===== config.mk =====
export PLATFORM = sky130hd
export DESIGN_NAME = rete_matcher
export DESIGN_NICKNAME = d
export VERILOG_FILES = /design/src/rtl/rete_match_pkg.sv /design/src/rtl/rete_premise_test.sv /design/src/rtl/rete_rule_unit.sv /design/src/rtl/rete_matcher.sv
export SDC_FILE = /design/constraint.sdc
export NUM_CORES = 2
export LEC_CHECK = 0
export BUFFER_PORTS_ARGS = -buffer_cell sky130_fd_sc_hd__buf_2
export CAP_MARGIN = 10
export CORE_MARGIN = 3
export CORE_UTILIZATION = 50
export CTS_CLUSTER_SIZE = 25
export DETAILED_ROUTE_END_ITERATION = 8
export MAX_ROUTING_LAYER = met4
export PLACE_DENSITY = 0.67
export REMOVE_ABC_BUFFERS = 1
export SLEW_MARGIN = 40
export SYNTH_ARGS = -nofsm -noshare
export SYNTH_HDL_FRONTEND = slang
export SYNTH_HIERARCHICAL = 1
export SYNTH_SLANG_ARGS = --single-unit
export TNS_END_PERCENT = 5

===== constraint.sdc =====
create_clock -name clk -period 6.3 [get_ports clk]
set_clock_uncertainty 0.15 [all_clocks]
set_input_delay 0.315 -clock clk [delete_from_list [all_inputs] [get_ports clk]]
set_output_delay 0.315 -clock clk [all_outputs]
set_load 0.02 [all_outputs]

===== src/rtl/rete_match_pkg.sv =====
package rete_match_pkg;
  parameter int FW = 8;
  localparam int NPREM = 3;

  typedef enum logic [1:0] {
    ARG_CONST = 2'd0,
    ARG_VAR0  = 2'd1,
    ARG_VAR1  = 2'd2,
    ARG_ANY   = 2'd3
  } arg_kind_e;

  typedef struct packed {
    logic          en;
    logic [FW-1:0] pred;
    arg_kind_e     k0;
    logic [FW-1:0] c0;
    arg_kind_e     k1;
    logic [FW-1:0] c1;
  } prem_cfg_t;

  localparam int CFG_W = $bits(prem_cfg_t);

  typedef struct packed {
    logic          s0_ok;
    logic [FW-1:0] s0;
    logic          s1_ok;
    logic [FW-1:0] s1;
  } bind_t;

  function automatic logic bind_agree(bind_t a, bind_t b);
    return !(a.s0_ok && b.s0_ok && (a.s0 != b.s0)) &&
           !(a.s1_ok && b.s1_ok && (a.s1 != b.s1));
  endfunction

  function automatic bind_t bind_merge(bind_t a, bind_t b);
    bind_t m;
    m.s0_ok = a.s0_ok | b.s0_ok;
    m.s0    = a.s0_ok ? a.s0 : b.s0;
    m.s1_ok = a.s1_ok | b.s1_ok;
    m.s1    = a.s1_ok ? a.s1 : b.s1;
    return m;
  endfunction
endpackage


===== src/rtl/rete_premise_test.sv =====
module rete_premise_test
  import rete_match_pkg::*;
(
  input  prem_cfg_t     cfg,
  input  logic [FW-1:0] pred,
  input  logic [FW-1:0] arg0,
  input  logic [FW-1:0] arg1,
  output logic          hit,
  output bind_t         bnd
);
  arg_kind_e     kind [2];
  logic [FW-1:0] cval [2];
  logic [FW-1:0] aval [2];

  assign kind[0] = cfg.k0;
  assign kind[1] = cfg.k1;
  assign cval[0] = cfg.c0;
  assign cval[1] = cfg.c1;
  assign aval[0] = arg0;
  assign aval[1] = arg1;

  always_comb begin
    bnd = '0;
    hit = cfg.en && (pred == cfg.pred);
    for (int i = 0; i < 2; i++) begin
      case (kind[i])
        ARG_CONST: if (aval[i] != cval[i]) hit = 1'b0;
        ARG_VAR0: begin
          if (bnd.s0_ok && (bnd.s0 != aval[i])) hit = 1'b0;
          bnd.s0_ok = 1'b1;
          bnd.s0    = aval[i];
        end
        ARG_VAR1: begin
          if (bnd.s1_ok && (bnd.s1 != aval[i])) hit = 1'b0;
          bnd.s1_ok = 1'b1;
          bnd.s1    = aval[i];
        end
        default: ;
      endcase
    end
  end
endmodule


===== src/rtl/rete_rule_unit.sv =====
module rete_rule_unit
  import rete_match_pkg::*;
#(
  parameter int DEPTH = 8,
  localparam int IW = (DEPTH > 1) ? $clog2(DEPTH) : 1,
  localparam int CW = $clog2(DEPTH + 1)
) (
  input  logic                   clk,
  input  logic                   rst_n,
  input  prem_cfg_t [NPREM-1:0]  cfg,
  input  logic [FW-1:0]          f_pred,
  input  logic [FW-1:0]          f_arg0,
  input  logic [FW-1:0]          f_arg1,
  input  logic                   ph_load,
  input  logic                   ph_scan0,
  input  logic                   ph_scan1,
  input  logic [IW-1:0]          scan_idx,
  output logic                   fire,
  output logic                   ovf
);
  logic [NPREM-1:0] hit;
  bind_t            bnd [NPREM];
  bind_t            a_mem [NPREM][DEPTH];
  logic [CW-1:0]    a_cnt [NPREM];
  bind_t            b_mem [DEPTH];
  logic [CW-1:0]    b_cnt;
  logic             new0_ok;
  logic [IW-1:0]    new0_idx;
  logic [1:0]       npre;

  for (genvar k = 0; k < NPREM; k++) begin : g_test
    rete_premise_test u_test (
      .cfg (cfg[k]),
      .pred(f_pred),
      .arg0(f_arg0),
      .arg1(f_arg1),
      .hit (hit[k]),
      .bnd (bnd[k])
    );
  end

  always_comb begin
    if (!cfg[0].en)                     npre = 2'd0;
    else if (cfg[1].en && cfg[2].en)    npre = 2'd3;
    else if (cfg[1].en)                 npre = 2'd2;
    else                                npre = 2'd1;
  end

  logic  beta_any, a2_any, pair_ok, cons, beta_wr, a_full_hit;
  bind_t pa, pb, merged;

  always_comb begin
    beta_any = 1'b0;
    for (int j = 0; j < DEPTH; j++)
      if ((CW'(j) < b_cnt) && bind_agree(b_mem[j], bnd[2])) beta_any = 1'b1;

    pair_ok = 1'b0;
    pa = bnd[0];
    pb = bnd[1];
    if (ph_scan0) begin
      pair_ok = hit[0] && (CW'(scan_idx) < a_cnt[1]);
      pb      = a_mem[1][scan_idx];
    end else if (ph_scan1) begin
      pair_ok = hit[1] && (CW'(scan_idx) < a_cnt[0]) &&
                !(new0_ok && (scan_idx == new0_idx));
      pa      = a_mem[0][scan_idx];
    end
    merged = bind_merge(pa, pb);
    cons   = pair_ok && (npre >= 2'd2) && bind_agree(pa, pb);

    a2_any = 1'b0;
    for (int j = 0; j < DEPTH; j++)
      if ((CW'(j) < a_cnt[2]) && bind_agree(a_mem[2][j], merged)) a2_any = 1'b1;

    beta_wr = cons && (npre == 2'd3);

    a_full_hit = 1'b0;
    for (int k = 0; k < NPREM; k++)
      if (hit[k] && (a_cnt[k] == CW'(DEPTH))) a_full_hit = 1'b1;

    fire = (ph_load && (((npre == 2'd1) && hit[0]) ||
                        ((npre == 2'd3) && hit[2] && beta_any))) ||
           (cons && ((npre == 2'd2) || ((npre == 2'd3) && a2_any)));
    ovf  = (ph_load && a_full_hit) || (beta_wr && (b_cnt == CW'(DEPTH)));
  end

  always_ff @(posedge clk or negedge rst_n) begin
    if (!rst_n) begin
      for (int k = 0; k < NPREM; k++) a_cnt[k] <= '0;
      b_cnt    <= '0;
      new0_ok  <= 1'b0;
      new0_idx <= '0;
    end else begin
      if (ph_load) begin
        for (int k = 0; k < NPREM; k++)
          if (hit[k] && (a_cnt[k] != CW'(DEPTH))) begin
            a_mem[k][IW'(a_cnt[k])] <= bnd[k];
            a_cnt[k] <= a_cnt[k] + 1'b1;
          end
        new0_ok  <= hit[0] && (a_cnt[0] != CW'(DEPTH));
        new0_idx <= IW'(a_cnt[0]);
      end
      if (beta_wr && (b_cnt != CW'(DEPTH))) begin
        b_mem[IW'(b_cnt)] <= merged;
        b_cnt <= b_cnt + 1'b1;
      end
    end
  end
endmodule


===== src/rtl/rete_matcher.sv =====
module rete_matcher
  import rete_match_pkg::*;
#(
  parameter int NUM_RULES = 4,
  parameter int DEPTH     = 8,
  localparam int AW = $clog2(NUM_RULES) + 2,
  localparam int IW = (DEPTH > 1) ? $clog2(DEPTH) : 1
) (
  input  logic                 clk,
  input  logic                 rst_n,
  input  logic                 cfg_we,
  input  logic [AW-1:0]        cfg_addr,
  input  logic [CFG_W-1:0]     cfg_wdata,
  input  logic                 fact_valid,
  output logic                 fact_ready,
  input  logic [FW-1:0]        fact_pred,
  input  logic [FW-1:0]        fact_arg0,
  input  logic [FW-1:0]        fact_arg1,
  output logic                 match_done,
  output logic [NUM_RULES-1:0] conflict_mask,
  output logic                 overflow_err
);
  typedef enum logic [2:0] {ST_IDLE, ST_LOAD, ST_SCAN0, ST_SCAN1, ST_DONE} state_e;

  state_e               state;
  logic [IW-1:0]        idx;
  logic [FW-1:0]        pred_q, arg0_q, arg1_q;
  prem_cfg_t [NPREM-1:0] cfg_q [NUM_RULES];
  logic [NUM_RULES-1:0] fire_v, ovf_v;

  assign fact_ready = (state == ST_IDLE);
  assign match_done = (state == ST_DONE);

  // Premise configuration store
  always_ff @(posedge clk or negedge rst_n) begin
    if (!rst_n) begin
      for (int r = 0; r < NUM_RULES; r++) cfg_q[r] <= '0;
    end else if (cfg_we && (cfg_addr[1:0] != 2'd3) &&
                 (int'(cfg_addr[AW-1:2]) < NUM_RULES)) begin
      cfg_q[cfg_addr[AW-1:2]][cfg_addr[1:0]] <= prem_cfg_t'(cfg_wdata);
    end
  end

  // Sequencer: load alpha memories, then two join scans
  always_ff @(posedge clk or negedge rst_n) begin
    if (!rst_n) begin
      state  <= ST_IDLE;
      idx    <= '0;
      pred_q <= '0;
      arg0_q <= '0;
      arg1_q <= '0;
    end else begin
      case (state)
        ST_IDLE: if (fact_valid) begin
          pred_q <= fact_pred;
          arg0_q <= fact_arg0;
          arg1_q <= fact_arg1;
          state  <= ST_LOAD;
        end
        ST_LOAD: begin
          idx   <= '0;
          state <= ST_SCAN0;
        end
        ST_SCAN0: begin
          idx <= (idx == IW'(DEPTH - 1)) ? '0 : idx + 1'b1;
          if (idx == IW'(DEPTH - 1)) state <= ST_SCAN1;
        end
        ST_SCAN1: begin
          idx <= (idx == IW'(DEPTH - 1)) ? '0 : idx + 1'b1;
          if (idx == IW'(DEPTH - 1)) state <= ST_DONE;
        end
        default: state <= ST_IDLE;
      endcase
    end
  end

  for (genvar r = 0; r < NUM_RULES; r++) begin : g_rule
    rete_rule_unit #(.DEPTH(DEPTH)) u_rule (
      .clk      (clk),
      .rst_n    (rst_n),
      .cfg      (cfg_q[r]),
      .f_pred   (pred_q),
      .f_arg0   (arg0_q),
      .f_arg1   (arg1_q),
      .ph_load  (state == ST_LOAD),
      .ph_scan0 (state == ST_SCAN0),
      .ph_scan1 (state == ST_SCAN1),
      .scan_idx (idx),
      .fire     (fire_v[r]),
      .ovf      (ovf_v[r])
    );
  end

  // Sticky conflict mask and overflow flag
  always_ff @(posedge clk or negedge rst_n) begin
    if (!rst_n) begin
      conflict_mask <= '0;
      overflow_err  <= 1'b0;
    end else begin
      conflict_mask <= conflict_mask | fire_v;
      overflow_err  <= overflow_err | (|ovf_v);
    end
  end
endmodule


==> impl_metrics.tcl <==
set metrics [dict create \
    grt_pass1_vias 74140 \
    synthMostInstantiatedCell "edfxtp_1" \
    regArea_um2 80850 \
    antenna_found_initial 9 \
    required_ns 6.75 \
    r2r_slack_ns 0.81 \
    cts_buffers 305 \
    cts.path.max_buffers 4 \
    slowest_delay_ns 0.55 \
    max_freq_mhz 182.2 \
    power_density_nw_per_um2 512.0 \
    finalSetupViolations 0 \
    die_area_um2 258200 \
    finalHoldViolCount 0 \
    fillers 19160 \
    grt_pass1_wl_mm 486.8 \
    drt_iter0_markers 7281 \
    ioPinCount 68 \
    start_util 0.5047 \
    ant_nets 0 \
    fin_crit_sh 0.8710 \
    yosysWarnings 6 \
    min_period_ns 5.487 \
    worstSetupStartpoint "state[0]" \
    ir_drop_uv 446.4 \
    coreArea_um2 249800 \
    grt_setup_unrepaired "false" \
    worst_setup_path_start_kind "flip-flop" \
    io_buffers 67 \
    die_w_um 508.2 \
    hpwlAfterDp_mm 206.6 \
    end_kind "flip-flop" \
    timing.rr.start "state[0]" \
    slew_viol_final 0 \
    r2r_end "g_rule[1].u_rule/b_mem[6][8]" \
    max_slew.worst_pin.slew_ns 0.9589 \
    worstPathCellList "nand2b_1, nor2_1, buf_4, nand2b_1, and2_1, a31oi_1, xnor2_1, nand4_1, o211ai_1, o311ai_1, buf_4, or3_1, nor3_1, and3_1, buf_4" \
    finalSetupTns_ns 0 \
    crit_slowest_cell "dfrtp_1" \
    finalPower_mw 72.91 \
    die_h_um 508.2 \
    grt_max_degree 147 \
    wl_per_cell_um 26.32 \
    cellLeakagePower_nw 48.82 \
    htreeDepth 5 \
    crit_fanout 13 \
    synth_edf_count 2304 \
    crit_top_cell "buf_4" \
    cts_setup_buffers 0 \
    num_vias 74830 \
    num-nets-final 9008 \
    viasPerCell 6.016 \
    drc 0 \
    track_usage 0.2578 \
    wirelength_mm 327.3 \
    min_path_type "in2async" \
    netlist_area_um2 126100 \
    ys_ff_latch 2767 \
    clock_latency_ns 0.91 \
    ys_types 87 \
    netlist.area_leader.share 0.5487 \
    synthArstFlopShare 0.1673 \
    multiInputGateArea_um2 42450 \
    path_clk_slew_ns 0.06 \
    r2r_cells 15 \
    status "complete, no violations" \
    num_rows 183 \
    slew_headroom 0.3564 \
    clockRootBuffer "clkbuf_16" \
    synth_area_per_cell_um2 14.87 \
    first_pass_iters 6 \
    maxCapViolations 0 \
    post_route_cells_drive_above_1_share 0.1870 \
    synth.yosys.seq_area_share 0.6406 \
    synth_top_flop_cell "edfxtp_1" \
    synth_commonest_cells "edfxtp_1, xnor2_1, mux2i_1, dfrtp_1, mux2_2" \
    area_growth_pct 12.93 \
    syn-instance-count 8480 \
    arrival_ns 5.93 \
    netlist_top_cells_area "edfxtp_1, dfrtp_1, xnor2_1, mux2i_1, mux2_2" \
    grt-ovfl-total 0 \
    cts_tree "built" \
    globalplace.congestion 0.8787 \
    yosysTopAreaCell "edfxtp_1" \
    cts.sinks 2767 \
    path_class "reg2reg" \
]
[how the worst max path moves through the flow]
stage	to	slack, ns	depth (start not counted)
after global placement	overflow_err	0.16	13
after CTS	g_rule[3].u_rule/b_mem[2][10]	0.87	13
after floorplan	g_rule[3].u_rule/b_mem[4][0]	-15.49	9
after global routing	g_rule[1].u_rule/b_mem[6][8]	0.51	15
after detailed placement	g_rule[3].u_rule/b_mem[2][10]	0.87	13
final	g_rule[1].u_rule/b_mem[6][8]	0.81	15
[layout make-up]
class | count | share of cell area
flip-flops and latches | 2767 | 0.5678
multi-input cells | 5076 | 0.2982
clock buffers | 398 | 0.05862
repair buffers | 594 | 0.03436
well taps | 3330 | 0.02926
clock inverters | 119 | 0.007742
inverters | 153 | 0.004034
diodes | 1 | 0.00001758
[sequential cells by signal, indices dropped and copies added (netlist names)]
register and count:
g_rule.u_rule/a_mem 1728, arg1_q 8, pred_q 8, g_rule.u_rule/new0_idx 12, g_rule.u_rule/a_cnt 48, g_rule.u_rule/new0_ok 4, g_rule.u_rule/b_cnt 16, state 3
arg0_q 8, g_rule.u_rule/b_mem 576, conflict_mask 4, cfg_q 348, idx 3, overflow_err 1
[logic make-up (layout without fill, tap and decap cells)]
kind of cell / Yosys count / count (layout) / synth area share
flip-flops: 2767 / 2767 / 0.6406
XOR/XNOR: 1468 / 1468 / 0.1020
AND/OR/NAND/NOR: 1454 / 1454 / 0.06284
AO/OA/AOI/OAI: 1083 / 1083 / 0.06560
multiplexers: 1021 / 1021 / 0.09643
buffers and inverters: 637 / 1264 / 0.02750
adder cells (fa/ha/maj): 50 / 50 / 0.004962
other: 0 / 1 / 0
[where the power goes]
group | internal (mW) | switching [mW] | total [mW]
clock | 10.1 | 6.93 | 17.0
combinational | 11.9 | 19.2 | 31.1
sequential | 23.1 | 1.68 | 24.8
[critical path: cells and delay by family, from the launching register on]
family                    cells  cell delay (ns)
buffers and inverters         3             0.75
AOI/OAI and AO/OA             3             1.03
and+or+nand+nor               8             2.47
DFF                           1             0.55
xor gates and xnor gates      1             0.19
[per-layer routing]
layer	share of wire	up-vias	wire length, um	track usage
met1	0.42	38430	137800	0.3542
li1	-	32820	-	-
met3	0.071	639	23240	0.03424
met5	0	-	0	-
met4	0.033	0	10830	0.08098
met2	0.47	2946	155500	0.4012
[metrics by stage]
stage | hold slack [ns] | utilization | cells | setup slack, ns | instance area (um2)
final | 0.01650 | 0.5700 | 12440 | 0.8126 | 142400
after CTS | 0.00006672 | 0.5691 | 12430 | 0.8688 | 142200
after global routing | 0.01976 | 0.5700 | 12440 | 0.5097 | 142400
after floorplan | -0.1306 | - | 7996 | -15.49 | 123200
after detailed placement | 0.1015 | 0.5287 | 11850 | 0.8699 | 132100
after global placement | 0.09994 | 0.5278 | 11830 | 0.1621 | 131900
[cell usage in the layout, fill, tap and decap left out, types with 30 or more instances in the layout]
cell	n
o21ai_1	39
nand2_1	229
o21ai_0	83
a22o_2	31
mux2_2	361
buf_2	66
a22o_1	136
xnor2_1	1159
clkinv_1	47
nor2b_1	102
xor2_1	308
nand3_1	125
and2_1	74
nand2b_1	104
buf_4	421
nor3_2	33
nor2_2	54
edfxtp_1	2304
a21oi_1	51
clkbuf_16	309
nor2_1	211
ha_1	50
a22oi_1	229
clkbuf_1	61
mux2i_1	515
dlygate4sd3_1	62
clkinv_2	37
inv_1	140
nand4_1	274
dfrtp_1	443
a31oi_1	170
o211ai_1	72
nor4_1	69
mux2i_4	63
mux4_2	39
mux2_4	30
o32ai_1	48
[repair_timing]
| item | in CTS | in global routing |
|---|---|---|
| endpoints found under the hold margin | 614 | 0 |
| hold buffers | 63 | 0 |
| resized for setup | 0 | 0 |
No activity file was read; power rests on OpenSTA's default activity.
